**config.mk**
```make
export PLATFORM = sky130hd
export DESIGN_NAME = pair_cas_unit
export DESIGN_NICKNAME = d
export VERILOG_FILES = /design/src/rtl/pcas_pkg.sv /design/src/rtl/pcas_align_chk.sv /design/src/rtl/pcas_pack.sv /design/src/rtl/pcas_unpack.sv /design/src/rtl/pcas_ctrl.sv /design/src/rtl/pair_cas_unit.sv
export SDC_FILE = /design/constraint.sdc
export NUM_CORES = 1
export LEC_CHECK = 0
export BUFFER_PORTS_ARGS = -buffer_cell sky130_fd_sc_hd__buf_2
export CAP_MARGIN = 20
export CORE_AREA = 2 2 283 285
export CTS_CLUSTER_DIAMETER = 60
export DETAILED_ROUTE_END_ITERATION = 8
export DIE_AREA = 0 0 285 287
export GPL_ROUTABILITY_DRIVEN = 0
export HOLD_SLACK_MARGIN = 0.03
export SYNTH_ARGS = -nofsm -noshare
export SYNTH_HDL_FRONTEND = slang
export SYNTH_HIERARCHICAL = 1
export SYNTH_SLANG_ARGS = --single-unit
```
**constraint.sdc**
```tcl
create_clock -name clk -period 15.3 [get_ports clk]
set_input_delay 0.765 -clock clk [delete_from_list [all_inputs] [get_ports clk]]
set_output_delay 0.765 -clock clk [all_outputs]
set_load 0.03 [all_outputs]
```
**src/rtl/pcas_pkg.sv**
```systemverilog
package pcas_pkg;

  typedef enum logic [2:0] {
    ST_IDLE,
    ST_READ,
    ST_COMPARE,
    ST_WRITE,
    ST_DONE
  } pcas_state_e;

  typedef enum logic [1:0] {
    MODE_W16  = 2'b00,
    MODE_W32  = 2'b01,
    MODE_W64  = 2'b10,
    MODE_W64X = 2'b11
  } pcas_mode_e;

  // Wide (128-bit operand) form selected by the size mode
  function automatic logic mode_is_wide(input logic [1:0] m);
    logic w;
    case (m)
      MODE_W64, MODE_W64X: w = 1'b1;
      default:             w = 1'b0;
    endcase
    return w;
  endfunction

endpackage

```
**src/rtl/pcas_align_chk.sv**
```systemverilog
module pcas_align_chk #(
  parameter int LG2 = 4
) (
  input  logic           wide,
  input  logic [LG2-1:0] addr_lo,
  output logic           fault
);
  // Only the wide form carries an alignment requirement
  always_comb fault = wide && (addr_lo != '0);
endmodule

```
**src/rtl/pcas_pack.sv**
```systemverilog
module pcas_pack #(
  parameter int HALF_W = 64,
  parameter int NARROW_W = 32
) (
  input  logic                wide,
  input  logic [HALF_W-1:0]   hi,
  input  logic [HALF_W-1:0]   lo,
  output logic [2*HALF_W-1:0] pair
);
  always_comb begin
    pair = '0;
    if (wide) pair = {hi, lo};
    else      pair[2*NARROW_W-1:0] = {hi[NARROW_W-1:0], lo[NARROW_W-1:0]};
  end
endmodule

```
**src/rtl/pcas_unpack.sv**
```systemverilog
module pcas_unpack #(
  parameter int HALF_W = 64,
  parameter int NARROW_W = 32
) (
  input  logic                wide,
  input  logic [2*HALF_W-1:0] pair,
  output logic [HALF_W-1:0]   hi,
  output logic [HALF_W-1:0]   lo
);
  always_comb begin
    hi = '0;
    lo = '0;
    if (wide) begin
      hi = pair[2*HALF_W-1:HALF_W];
      lo = pair[HALF_W-1:0];
    end else begin
      hi[NARROW_W-1:0] = pair[2*NARROW_W-1:NARROW_W];
      lo[NARROW_W-1:0] = pair[NARROW_W-1:0];
    end
  end
endmodule

```
**src/rtl/pcas_ctrl.sv**
```systemverilog
module pcas_ctrl
  import pcas_pkg::*;
(
  input  logic clk,
  input  logic rst_n,
  input  logic start,
  input  logic fault_in,
  input  logic match,
  input  logic req_ready,
  input  logic rsp_valid,
  output logic req_valid,
  output logic req_we,
  output logic lock,
  output logic busy,
  output logic done,
  output logic load_ops,
  output logic load_rd,
  output logic end_fault,
  output logic end_match,
  output logic end_miss
);

  pcas_state_e state_q, state_d;
  logic        issued_q, issued_d;

  // Control strobes derived from the current state
  always_comb begin
    busy      = (state_q != ST_IDLE);
    done      = (state_q == ST_DONE);
    lock      = (state_q == ST_READ) || (state_q == ST_COMPARE) ||
                (state_q == ST_WRITE);
    req_we    = (state_q == ST_WRITE);
    req_valid = ((state_q == ST_READ) || (state_q == ST_WRITE)) && !issued_q;
    load_ops  = (state_q == ST_IDLE) && start;
    end_fault = load_ops && fault_in;
    load_rd   = (state_q == ST_READ) && issued_q && rsp_valid;
    end_miss  = (state_q == ST_COMPARE) && !match;
    end_match = (state_q == ST_WRITE) && issued_q && rsp_valid;
  end

  // Next state
  always_comb begin
    state_d = state_q;
    case (state_q)
      ST_IDLE:    if (load_ops) state_d = fault_in ? ST_DONE : ST_READ;
      ST_READ:    if (load_rd) state_d = ST_COMPARE;
      ST_COMPARE: state_d = match ? ST_WRITE : ST_DONE;
      ST_WRITE:   if (end_match) state_d = ST_DONE;
      ST_DONE:    state_d = ST_IDLE;
      default:    state_d = ST_IDLE;
    endcase
    issued_d = issued_q | (req_valid & req_ready);
    if (state_d != state_q) issued_d = 1'b0;
  end

  // State registers
  always_ff @(posedge clk or negedge rst_n) begin
    if (!rst_n) begin
      state_q  <= ST_IDLE;
      issued_q <= 1'b0;
    end else begin
      state_q  <= state_d;
      issued_q <= issued_d;
    end
  end

  a_r11_done_one_cycle: assert property (@(posedge clk) disable iff (!rst_n)
    done |=> !done);

  a_r9_request_locked: assert property (@(posedge clk) disable iff (!rst_n)
    req_valid |-> lock);

  a_r9_unlock_into_done: assert property (@(posedge clk) disable iff (!rst_n)
    $fell(lock) |-> done);

  a_r3_miss_no_write: assert property (@(posedge clk) disable iff (!rst_n)
    end_miss |=> (done && !req_valid));

  a_r10_start_ignored_busy: assert property (@(posedge clk) disable iff (!rst_n)
    (busy && start) |-> !load_ops);

endmodule

```
**src/rtl/pair_cas_unit.sv**
```systemverilog
module pair_cas_unit
  import pcas_pkg::*;
#(
  parameter int HALF_W = 64,
  parameter int ADDR_W = 32
) (
  input  logic                clk,
  input  logic                rst_n,
  input  logic                start,
  input  logic [1:0]          mode,
  input  logic [ADDR_W-1:0]   addr,
  input  logic [HALF_W-1:0]   cmp_hi,
  input  logic [HALF_W-1:0]   cmp_lo,
  input  logic [HALF_W-1:0]   new_hi,
  input  logic [HALF_W-1:0]   new_lo,
  output logic                busy,
  output logic                done,
  output logic                zf,
  output logic                gp_fault,
  output logic [HALF_W-1:0]   res_hi,
  output logic [HALF_W-1:0]   res_lo,
  output logic                mem_req_valid,
  input  logic                mem_req_ready,
  output logic                mem_req_we,
  output logic                mem_req_wide,
  output logic [ADDR_W-1:0]   mem_req_addr,
  output logic [2*HALF_W-1:0] mem_req_wdata,
  input  logic                mem_rsp_valid,
  input  logic [2*HALF_W-1:0] mem_rsp_data,
  output logic                mem_lock
);

  localparam int NARROW_W = HALF_W / 2;
  localparam int PAIR_W   = 2 * HALF_W;
  localparam int ALIGN_LG = $clog2(PAIR_W / 8);

  // Reset: asserted asynchronously, released on a clock edge
  logic rst_meta_q, rst_n_s;
  always_ff @(posedge clk or negedge rst_n) begin
    if (!rst_n) begin
      rst_meta_q <= 1'b0;
      rst_n_s    <= 1'b0;
    end else begin
      rst_meta_q <= 1'b1;
      rst_n_s    <= rst_meta_q;
    end
  end

  logic in_wide, fault_now;
  logic load_ops, load_rd, end_fault, end_match, end_miss, match;

  assign in_wide = mode_is_wide(mode);

  pcas_align_chk #(.LG2(ALIGN_LG)) u_align (
    .wide    (in_wide),
    .addr_lo (addr[ALIGN_LG-1:0]),
    .fault   (fault_now)
  );

  // Pack expected and replacement pairs with the same width rule
  logic [HALF_W-1:0] pk_hi [2];
  logic [HALF_W-1:0] pk_lo [2];
  logic [PAIR_W-1:0] pk_out [2];
  assign pk_hi[0] = cmp_hi;
  assign pk_lo[0] = cmp_lo;
  assign pk_hi[1] = new_hi;
  assign pk_lo[1] = new_lo;

  for (genvar g = 0; g < 2; g++) begin : g_pack
    pcas_pack #(.HALF_W(HALF_W), .NARROW_W(NARROW_W)) u_pack (
      .wide (in_wide),
      .hi   (pk_hi[g]),
      .lo   (pk_lo[g]),
      .pair (pk_out[g])
    );
  end

  // Operand registers
  logic              wide_q;
  logic [ADDR_W-1:0] addr_q;
  logic [PAIR_W-1:0] cmp_q, new_q, rd_q;

  always_ff @(posedge clk or negedge rst_n_s) begin
    if (!rst_n_s) begin
      wide_q <= 1'b0;
      addr_q <= '0;
      cmp_q  <= '0;
      new_q  <= '0;
    end else if (load_ops) begin
      wide_q <= in_wide;
      addr_q <= addr;
      cmp_q  <= pk_out[0];
      new_q  <= pk_out[1];
    end
  end

  // Read capture, narrowed to the operand width
  logic [PAIR_W-1:0] rd_d;
  always_comb begin
    rd_d = mem_rsp_data;
    if (!wide_q) rd_d[PAIR_W-1:2*NARROW_W] = '0;
  end

  always_ff @(posedge clk or negedge rst_n_s) begin
    if (!rst_n_s)     rd_q <= '0;
    else if (load_rd) rd_q <= rd_d;
  end

  assign match = (cmp_q == rd_q);

  pcas_ctrl u_ctrl (
    .clk       (clk),
    .rst_n     (rst_n_s),
    .start     (start),
    .fault_in  (fault_now),
    .match     (match),
    .req_ready (mem_req_ready),
    .rsp_valid (mem_rsp_valid),
    .req_valid (mem_req_valid),
    .req_we    (mem_req_we),
    .lock      (mem_lock),
    .busy      (busy),
    .done      (done),
    .load_ops  (load_ops),
    .load_rd   (load_rd),
    .end_fault (end_fault),
    .end_match (end_match),
    .end_miss  (end_miss)
  );

  // Result source: input pair on fault, memory on miss, expected on match
  logic [PAIR_W-1:0] res_src;
  logic              res_wide;
  logic [HALF_W-1:0] res_hi_d, res_lo_d;
  logic              res_en;

  always_comb begin
    res_en   = end_fault | end_match | end_miss;
    res_src  = cmp_q;
    res_wide = wide_q;
    if (end_fault) begin
      res_src  = pk_out[0];
      res_wide = in_wide;
    end else if (end_miss) begin
      res_src  = rd_q;
    end
  end

  pcas_unpack #(.HALF_W(HALF_W), .NARROW_W(NARROW_W)) u_unpack (
    .wide (res_wide),
    .pair (res_src),
    .hi   (res_hi_d),
    .lo   (res_lo_d)
  );

  always_ff @(posedge clk or negedge rst_n_s) begin
    if (!rst_n_s) begin
      res_hi   <= '0;
      res_lo   <= '0;
      zf       <= 1'b0;
      gp_fault <= 1'b0;
    end else if (res_en) begin
      res_hi   <= res_hi_d;
      res_lo   <= res_lo_d;
      gp_fault <= end_fault;
      if (!end_fault) zf <= end_match;
    end
  end

  assign mem_req_addr  = addr_q;
  assign mem_req_wide  = wide_q;
  assign mem_req_wdata = new_q;

  a_r2_write_only_on_match: assert property (@(posedge clk) disable iff (!rst_n_s)
    (mem_req_valid && mem_req_we) |-> (cmp_q == rd_q));

  a_r7_fault_without_access: assert property (@(posedge clk) disable iff (!rst_n_s)
    (done && gp_fault) |-> !$past(mem_lock));

  a_r8_narrow_never_faults: assert property (@(posedge clk) disable iff (!rst_n_s)
    (done && gp_fault) |-> wide_q);

  a_r6_wide_access_aligned: assert property (@(posedge clk) disable iff (!rst_n_s)
    (mem_req_valid && mem_req_wide) |-> (mem_req_addr[ALIGN_LG-1:0] == '0));

  a_r4_narrow_wdata_upper_zero: assert property (@(posedge clk) disable iff (!rst_n_s)
    (mem_req_valid && !mem_req_wide) |-> (mem_req_wdata[PAIR_W-1:2*NARROW_W] == '0));

  a_r5_narrow_result_upper_zero: assert property (@(posedge clk) disable iff (!rst_n_s)
    (done && !wide_q) |-> (res_hi[HALF_W-1:NARROW_W] == '0 && res_lo[HALF_W-1:NARROW_W] == '0));

  a_r11_results_stable_idle: assert property (@(posedge clk) disable iff (!rst_n_s)
    (!busy && !start) |=> ($stable(zf) && $stable(res_hi) && $stable(res_lo)));

endmodule

```
==> out/qor.yml, run 1 <==
outcome:
  status: "finished clean"
synth:
  yosysTopAreaCell: "dfrtp_1"
  synth_top_area_frac: 0.485
  synth_area_leaders: "dfrtp_1 48%, mux2_2 19%, mux2_4 5.0%"
  yosysWarnings: 6
  syn_area_per_cell_um2: 12.1
  syn-cell-area_um2: 28600
  yosysUniqueCellTypes: 32
  syn-num-nets: 2783
  ys_seq_elements: 553
  ys_seq_area_frac: 0.485
  netlist_instances: 2360
layout:
  layout.nets: 3355
  drive_gt1_frac: 0.485
  final_cell_area_um2: 34400
  layout_commonest_cell: "buf_2"
  synthToLayoutAreaGrowth_pct: 20.6
  final_cell_mix: "716 x buf_2, 551 x dfrtp_1, 481 x mux2_2"
  fillers: 7634
critical_path:
  crit_path_max_incr_delay_ps: 880
  required_ps: 15770
  startpoint_type: "flop"
  crit_path_end_kind: "flop"
  cp_top_family: "simple AND/OR/NAND/NOR gates"
  crit_arrival_ps: 5540
  path_buf_inv: 2
  crit_path_cell_trace: "xnor2_1 > nand4_1 > nor4_1 > nand4_1 > nor2_1 > nor3_2 > buf_4 > nor3_4 > buf_4 > mux2_2"
  path_class: "flop to flop"
  cp_slowest_cell: "buf_4"
  critPathMaxFanout: 71
die:
  start_util: 0.363
  die_width_um: 285
  io_pins: 719
  die_h_um: 287
  core_area_um2: 78600
  die_area_um2: 81800
  num_rows: 103
placement:
  dp.final_hpwl_mm: 70.8
  postPlaceCellArea_um2: 32000
  io_buffers: 717
global_route:
  overflow: 0
  grt_util_all_layers: 0.230
  antenna_found_initial: 56
  grt_pass1_wl_mm: 139
  grt_max_degree: 129
  grt_pass1_vias: 20200
sta:
  setup_viol: 0
  maxSlewViolCount: 0
  min_period_over_period: 0.331
  min_period_ps: 5060
  fin_tns_setup_ps: 0
  slew_headroom: 0.241
  skew_ps: 32.7
  max_freq_mhz: 198
  worstMarginPinSlew_ps: 1140
  rsz0062_at_grt: "no"
  hold_viol_final: 0
routing:
  detail-route-antenna-nets: 0
  drt_iter0_drc: 920
  drc: 0
  routed_wl_mm: 96.4
  drt-pass1-iter-count: 5
  routed_via_density: 4.93
  wl_per_cell_um: 23.8
  vias: 20000
clocking:
  clkTransAtPathRegs_ps: 60
  clock_sinks: 553
  insertion_delay_ps: 620
  clk_path_buf_depth: 3
  htree_levels: 3
  cts_root_buf: "clkbuf_16"
  cts_tree: "done"
  ctsResizeCount: 0
  numCtsBuffers: 74
worst_hold_path:
  hold_class: "flop to async pin"
pwr:
  vdd_drop_max_v: 0.000174
  power_leakage_nw: 15.7
  powerDensity_nw_per_um2: 236
job:
  maxCapViolCount: 0
==> metal layers <==
| layer | global-route usage | part of all wire | up-vias |
|---|---|---|---|
| li1 | - | - | 9181 |
| met1 | 0.275 | 0.40 | 9915 |
| met2 | 0.400 | 0.50 | 618 |
| met3 | 0.0646 | 0.068 | 197 |
| met4 | 0.0736 | 0.031 | 50 |
| met5 | 0 | 0.0035 | - |
==> repair_timing <==
item | 4_1_cts | 5_1_grt
hold buffers | 1 | 0
setup buffers | 0 | 0
hold endpoints to repair | 2 | 0
==> report_power, final <==
group	leakage, nW	switching (mW)	internal (mW)
clock network	1.16	0.708	0.992
logic	7.72	2.21	1.52
registers	6.84	0.519	2.18
==> synth_stat cells (all sizes together) <==
master and number:
o41a 1, a21o 1, clkbuf 33, nor2b 2
or4b 1, a31o 1, nor2 6, o21ai 196
nor3 4, a21oi 2, xnor2 128, nand4 34
dfrtp 553, nand2 129, a31oi 2, inv 67
o21bai 1, nor4 8, and2 194, buf 218
or3 2, nand3 66, mux2 578, conb 1
mux2i 128, nor4b 1, nand2b 3
==> layout make-up <==
cell class,count,area (µm²),share of cell area
diodes,13,32.5,0.000944
clock buffers,98,2050,0.0596
clock inverters,33,328,0.00952
inverters,67,251,0.00730
multi-input cells,1489,12800,0.370
flip-flops and latches,553,13800,0.402
well taps,1050,1310,0.0381
repair buffers,747,3870,0.112
==> cells by family after synthesis <==
family	after synthesis	synth area share
other cells	1	0.000131
buf+inv	318	0.0698
mux	706	0.285
flops	553	0.485
simple gates	450	0.0845
xor+xnor	128	0.0393
compound gates	204	0.0364
==> worst paths after layout <==
path / startpoint / to / slack, ps / cells past startpoint
min: rst_n_s / mem_req_addr[13] / 270 / 0
max reg2reg: cmp_q[121] / res_lo[56] / 10240 / 10
min in group clk: rst_meta_q / rst_n_s / 370 / 0
max: cmp_q[121] / res_lo[56] / 10240 / 10
min reg2reg: rst_n_s / mem_req_addr[13] / 270 / 0
max in group asynchronous: rst_n_s / rd_q[28] / 12260 / 3
==> metrics by stage <==
stage	hold slack [ps]	worst slack [ps]	util	cells	power (mW)
final	269	10240	0.438	4050	8.14
after global routing	306	9830	0.438	4045	8.60
after CTS	323	9880	0.437	4036	8.27
after detailed placement	353	9910	0.407	3904	6.52
after global placement	335	9920	0.407	3904	6.48
after floorplan	331	6300	-	2360	5.33
==> state kept, by name, summed over array words and instances, names as in the netlist <==
| signal | flops |
|---|---|
| cmp_q | 128 |
| mem_req_wdata | 128 |
| rd_q | 128 |
| res_hi | 64 |
| res_lo | 64 |
| mem_req_addr | 32 |
| u_ctrl/state_q | 3 |
| gp_fault | 1 |
| mem_req_wide | 1 |
| rst_meta_q | 1 |
| rst_n_s | 1 |
| u_ctrl/issued_q | 1 |
| zf | 1 |
No activity file was read; power rests on OpenSTA's default activity.
==> inputs of run 2 (changes only) <==
--- a/config.mk
+++ b/config.mk
@@ -5,12 +5,13 @@
 export SDC_FILE = /design/constraint.sdc
 export NUM_CORES = 1
 export LEC_CHECK = 0
+export ABC_AREA = 1
 export BUFFER_PORTS_ARGS = -buffer_cell sky130_fd_sc_hd__buf_2
 export CAP_MARGIN = 20
-export CORE_AREA = 2 2 283 285
+export CORE_AREA = 2 2 279 281
 export CTS_CLUSTER_DIAMETER = 60
 export DETAILED_ROUTE_END_ITERATION = 8
-export DIE_AREA = 0 0 285 287
+export DIE_AREA = 0 0 281 283
 export GPL_ROUTABILITY_DRIVEN = 0
 export HOLD_SLACK_MARGIN = 0.03
 export SYNTH_ARGS = -nofsm -noshare
==> constraint.sdc (replaced) <==
create_clock -name clk -period 4.1 [get_ports clk]
set_input_delay 0.205 -clock clk [delete_from_list [all_inputs] [get_ports clk]]
set_output_delay 0.205 -clock clk [all_outputs]
set_load 0.03 [all_outputs]
==> run 2 against run 1 <==
Effect of this change: die area shrank 2.8%; via count grew 37%; highest routed layer unchanged; largest cell class unchanged; worst setup slack lost 9500 ps; combinational power grew to 3.4 times the previous value; global-route usage grew 1.8 points; largest power group unchanged; critical path depth grew 5.
==> out/qor.yml, run 2 <==
outcome:
  status: "finished clean"
synth:
  netlist_instances: 3772  # +60%
  synth-main-ff-cell: "dfrtp_1"
  ys_seq_area_frac: 0.473  # -0.0118
  yosysMostFrequentCell: "nand2_1"
  syn_area_per_cell_um2: 7.76  # -36%
  ys_seq_elements: 553  # unchanged
  synth_edf_count: 0  # unchanged
  yosysUniqueCellTypes: 26  # -19%
  yosysWarnings: 6  # unchanged
  synthArstFlopShare: 1.00  # unchanged
  synth_commonest_cells: "1565 x nand2_1, 553 x dfrtp_1, 425 x o21ai_0, 389 x inv_1, 198 x mux2_2"
  synth_area_leaders: "dfrtp_1 47%, nand2_1 20%, mux2_2 7.6%"
  syn-num-nets: 4195  # +51%
  yosysTopAreaCell: "dfrtp_1"
  syn-cell-area_um2: 29300  # +2.5%
  synth_top_area_frac: 0.473  # -0.0118
layout:
  drive_gt1_frac: 0.241  # -0.244
  layout_commonest_cell: "nand2_1"
  final_cell_mix: "1565 x nand2_1, 716 x buf_2, 551 x dfrtp_1"
  final_cell_area_um2: 39700  # +15%
  synthToLayoutAreaGrowth_pct: 35.5
  seq_area_um2: 13800  # about the same
  fillers: 7202  # -5.7%
  layout.nets: 5171  # +54%
  postLayoutCoreUtil: 0.517  # +0.0789
  multi_input_comb_area_um2: 11900  # -6.6%
clocking:
  cts_root_buf: "clkbuf_16"
  clkTransAtPathRegs_ps: 60  # about the same
  insertion_delay_ps: 630  # about the same
  cts_tree: "done"
  clk_path_buf_depth: 3  # unchanged
  numCtsBuffers: 71  # -4.1%
  htree_levels: 3  # unchanged
  clock_sinks: 553  # unchanged
  cts_setup_buffers: 0  # unchanged
pwr:
  power_leakage_nw: 21.0  # +34%
  total_power_mw: 28.5  # +250%
  powerDensity_nw_per_um2: 719  # +200%
  vdd_drop_max_v: 0.000643  # +270%
worst_hold_path:
  hold_class: "input pin to flop"
  hp-start: "cmp_lo[62]"
critical_path:
  required_ps: 4640  # -11130 ps
  critPathMaxFanout: 99  # +39%
  path_buf_inv: 3  # +1
  crit_arrival_ps: 3860  # -1680 ps
  crit_path_max_incr_delay_ps: 550  # -330 ps
  cp_common_cell: "nor2_1"
  cp_top_family: "simple AND/OR/NAND/NOR gates"
  startpoint_type: "flop"
  crit_path_end_kind: "flop"
  crit_path_cell_trace: "xor2_1 > nor2_1 > nand2_1 > nor2_1 > nand2_1 > nor2_1 > nand2_1 > nor2_1 > nor2_4 > buf_12 > buf_12 > nor2_4 > nand4_1 > nor2_1 > dlygate4sd3_1"
  path_class: "flop to flop"
  cp_slowest_cell: "dlygate4sd3_1"
  startpoint: "cmp_q[59]"
  r2r_start: "cmp_q[59]"
sta:
  slew_headroom: 0.316  # +0.0754
  fin_tns_setup_ps: 0  # unchanged
  hold_ws_ps: 93.2  # -176 ps
  setup_viol: 0  # unchanged
  hold_viol_final: 0  # unchanged
  rsz0062_at_grt: "no"
  worstMarginPinSlew_ps: 1030  # -113 ps
  min_period_over_period: 0.810  # +0.480
  min_period_ps: 3320  # -1740 ps
  maxSlewViolCount: 0  # unchanged
  skew_ps: 33.6  # +0.875 ps
  max_freq_mhz: 301  # +52%
routing:
  wl_per_cell_um: 17.1  # -28%
  routed_via_density: 4.68  # -5.0%
  drt-pass1-iter-count: 5  # unchanged
  drt_iter0_drc: 1561  # +70%
  detail-route-antenna-nets: 0  # unchanged
  drc: 0  # unchanged
  routed_wl_mm: 100  # +3.8%
  vias: 27400  # +37%
global_route:
  grt_util_all_layers: 0.248  # +0.0182
  grt_pass1_wl_mm: 154  # +11%
  antenna_found_initial: 21  # -63%
  grtUsageMet3: 0.0492  # -0.0154
  grtUsageMet2: 0.430  # +0.0291
  grt_util_met1: 0.299  # +0.0242
  overflow: 0  # unchanged
  busiest_layer: "met2"
  grt_pass1_vias: 27500  # +36%
  grt_max_degree: 163  # +26%
job:
  maxCapViolCount: 0  # unchanged
placement:
  io_buffers: 717  # unchanged
  dp.final_hpwl_mm: 65.0  # -8.1%
  postPlaceCellArea_um2: 32700  # +2.2%
die:
  die_area_um2: 79500  # -2.8%
  num_rows: 102  # -0.97%
  die_h_um: 283  # -1.4%
  io_pins: 719  # unchanged
  core_area_um2: 76700  # -2.4%
  start_util: 0.382  # +0.0184
  die_width_um: 281  # -1.4%
## run 2: through the flow
| stage | setup slack, ps | instances |
|---|---|---|
| finish | 777 | 5854 |
| global route | 496 | 5849 |
| CTS | 718 | 5839 |
| detailed placement | 825 | 5263 |
| global placement | 837 | 5263 |
| floorplan | -1280 | 3772 |
## run 2: area by class of cell
type / count / share of cell area
diodes: 15 / 0.000946
clock buffers: 96 / 0.0507
clock inverters: 28 / 0.00946
inverters: 426 / 0.0408
multi-input cells: 2490 / 0.300
flip-flops and latches: 553 / 0.349
well taps: 1040 / 0.0328
repair buffers: 1206 / 0.216
## run 2: routing by layer
metal | up-vias | share of wire
li1 | 13500 | -
met1 | 12900 | 0.41
met2 | 848 | 0.49
met3 | 208 | 0.062
met4 | 8 | 0.042
met5 | - | 0.00058
## run 2: worst paths after layout
check / to / slack (ps) / cells past startpoint
worst max register to register: u_ctrl/issued_q / 780 / 15
max in group asynchronous: res_hi[21] / 2490 / 1
worst max-delay path: u_ctrl/issued_q / 780 / 15
min in group asynchronous: rst_n_s / 420 / 3
worst min register to register: rst_n_s / 350 / 0
worst min-delay path: cmp_q[62] / 90 / 4
## run 2: logic make-up (layout without fill, tap and decap cells)
group	Yosys count	in the layout	share of synthesized area
buffers and inverters	729	1756	0.121
AOI/OAI and AO/OA	483	483	0.0826
and+or+nand+nor	1770	1770	0.236
xor gates and xnor gates	38	38	0.0114
other	1	16	0.000128
muxes	198	198	0.0762
DFF	553	553	0.473
## run 2: power by group
part	total [mW]	leakage, nW	internal, mW	switching (mW)
clock	6.34	1.17	3.74	2.60
sequential	9.48	6.93	7.96	1.52
combinational	12.7	12.9	4.31	8.39
total	28.5	21.0	16.0	12.5
## run 2: repair_timing
action,in CTS,in global routing
hold endpoints to repair,453,0
resized for setup,0,0
setup endpoints to repair,0,0
hold buffers,452,0
## run 2: worst register-to-register path, delay by kind of cell, from the launching register on
kind / cells / cell delay, ps
xor gates and xnor gates: 1 / 170
buffers and inverters: 3 / 1080
and+or+nand+nor: 11 / 1620
DFF: 1 / 400
==> inputs of run 3 (changes only) <==
==> constraint.sdc (replaced) <==
create_clock -name clk -period 2.9 [get_ports clk]
set_input_delay 0.145 -clock clk [delete_from_list [all_inputs] [get_ports clk]]
set_output_delay 0.145 -clock clk [all_outputs]
set_load 0.03 [all_outputs]
==> run 3 against run 2 <==
Effect of this change: clock-buffer cell count up 9; non-clock buffer count up 58; die area unchanged; routed wire length up 4.6%; global-route usage up 0.64 points; worst setup slack worse by 650 ps; flip-flop and latch count unchanged; clock power up 43%; combinational power up 49%; final cell count up 1.0%; sequential power up 41%; critical path type unchanged; largest power group unchanged.
==> out/qor.yml, run 3 (synthesis gave the netlist of run 2 again) <==
outcome:
  status: "finished clean"
sta:
  slew_headroom: 0.312  # -0.00430
  rsz0062_at_grt: "yes"
  min_period_over_period: 0.955  # +0.144
  skew_ps: 23.9  # -9.65 ps
  max_freq_mhz: 361  # +20%
  min_period_ps: 2770  # -554 ps
  setup_viol: 0  # unchanged
  fin_tns_setup_ps: 0  # unchanged
  maxSlewViolCount: 0  # unchanged
  worstMarginPinSlew_ps: 1030  # +6.45 ps
  hold_viol_final: 0  # unchanged
routing:
  detail-route-antenna-nets: 0  # unchanged
  drc: 0  # unchanged
  routed_via_density: 4.70  # +0.48%
  drt-pass1-iter-count: 6  # +1
  routed_wl_mm: 105  # +4.6%
  vias: 27800  # +1.5%
  wl_per_cell_um: 17.7  # +3.5%
  drt_iter0_drc: 1696  # +8.6%
critical_path:
  crit_path_max_incr_delay_ps: 390  # -160 ps
  cp_common_cell: "nand2_1"
  crit_arrival_ps: 3260  # -600 ps
  startpoint: "cmp_q[79]"
  crit_path_end_kind: "flop"
  cp_slowest_cell: "dfrtp_1"
  crit_path_cell_trace: "xor2_1 > nor2_1 > nand2_1 > nor2_1 > nand2_1 > nor2_1 > nand2_1 > nor2_1 > buf_4 > nor2_4 > buf_12 > buf_6 > nor3_4 > buf_6 > inv_8 > clkbuf_16 > nand2_1 > nand2_1"
  path_class: "flop to flop"
  required_ps: 3390  # -1250 ps
  r2r_start: "cmp_q[79]"
  startpoint_type: "flop"
  critPathMaxFanout: 28  # -72%
die:
  core_area_um2: 76700  # unchanged
  num_rows: 102  # unchanged
  die_width_um: 281  # unchanged
  die_area_um2: 79500  # unchanged
  io_pins: 719  # unchanged
  die_h_um: 283  # unchanged
  start_util: 0.382  # unchanged
clocking:
  cts_tree: "done"
  cts_root_buf: "clkbuf_16"
  htree_levels: 3  # unchanged
  clk_path_buf_depth: 3  # unchanged
  clkTransAtPathRegs_ps: 60  # about the same
  numCtsBuffers: 70  # -1.4%
  insertion_delay_ps: 600  # -30 ps
  clock_sinks: 553  # unchanged
job:
  maxCapViolCount: 0  # unchanged
placement:
  dp.final_hpwl_mm: 68.9  # +6.0%
  placed_cells: 5303  # +0.76%
  io_buffers: 717  # unchanged
layout:
  final_cell_mix: "1557 x nand2_1, 716 x buf_2, 551 x dfrtp_1"
  layout_commonest_cell: "nand2_1"
  drive_gt1_frac: 0.256  # +0.0154
  layout.nets: 5228  # +1.1%
  final_cells: 5914  # +1.0%
  postLayoutCoreUtil: 0.530  # +0.0128
  fillers: 7067  # -1.9%
  synthToLayoutAreaGrowth_pct: 38.8
pwr:
  powerDensity_nw_per_um2: 1020  # +42%
  total_power_mw: 41.4  # +45%
  power_leakage_nw: 21.4  # +2.1%
  vdd_drop_max_v: 0.000680  # +5.9%
global_route:
  antenna_found_initial: 17  # -19%
  overflow: 0  # unchanged
  grt_util_all_layers: 0.255  # +0.00640
  grt_pass1_wl_mm: 158  # +2.2%
  grt_pass1_vias: 28100  # +2.3%
  grt_max_degree: 119  # -27%
worst_hold_path:
  hp-start: "mem_rsp_data[7]"
  hold_class: "input pin to flop"
==> run 3: cell types whose count changed in the layout (fill, tap and decap cells not counted), moves of 7 or more <==
cell	delta
clkbuf_16	+8
o21ai_1	+17
nand2_2	+7
buf_6	+8
nor2_1	-15
clkbuf_8	+8
nand2_1	-8
o21ai_0	-20
buf_12	+17
buf_4	+24
nor2_2	+11
==> run 3: cell type report <==
cell class | count | area (µm²) | share of cell area
multi-input cells | 2490 | 12000 | 0.296
clock inverters | 23 | 272 | 0.00668
clock buffers | 105 | 2150 | 0.0528
repair buffers | 1264 | 9410 | 0.232
flip-flops and latches | 553 | 13800 | 0.341
well taps | 1040 | 1300 | 0.0320
diodes | 13 | 32.5 | 0.000800
inverters | 426 | 1620 | 0.0399
==> run 3: worst paths after layout <==
kind,to,slack [ps],cells after the start
min in group asynchronous,mem_req_wdata[38],340,0
worst max register to register,res_lo[30],130,18
worst max-delay path,res_lo[30],130,18
max in group asynchronous,res_lo[49],1460,1
worst min-delay path,rd_q[7],290,4
worst min register to register,mem_req_wdata[38],340,0
==> run 3: through the flow <==
step | hold WS, ps | setup WS (ps) | cell area, µm²
3_5_place_dp | -59.8 | -211 | 33200
5_1_grt | 294 | -42.7 | 40600
2_1_floorplan | -151 | -2480 | 29300
3_3_place_gp | -59.7 | -205 | 33200
4_1_cts | 247 | 19.5 | 40300
6_report | 295 | 131 | 40600
==> run 3: timing repair <==
action	CTS	global route
resized for setup	10	61
endpoints found under the hold margin	459	0
buffers inserted	2	10
hold buffers	451	0
setup endpoints to repair	130	128
pin swaps	2	19
cloned	2	8
==> run 3: power by group <==
| group | leakage (nW) | internal, mW | total, mW | switching [mW] |
|---|---|---|---|---|
| clock | 1.19 | 5.51 | 9.08 | 3.57 |
| sequential | 6.93 | 11.3 | 13.4 | 2.17 |
| combinational | 13.3 | 6.61 | 18.9 | 12.3 |
| total | 21.4 | 23.4 | 41.4 | 18.0 |
==> run 3: routing by layer <==
metal,vias up,part of all wire,global-route usage
met1,13000,0.40,0.309
li1,13600,-,-
met5,-,0.00051,0
met3,240,0.067,0.0526
met4,8,0.047,0.116
met2,946,0.48,0.433
==> run 3: worst max-delay path: cells and delay by family (launching register included) <==
family	cells	cell delay (ps)
simple gates	11	1190
buf+inv	6	880
flops	1	390
xor+xnor	1	170
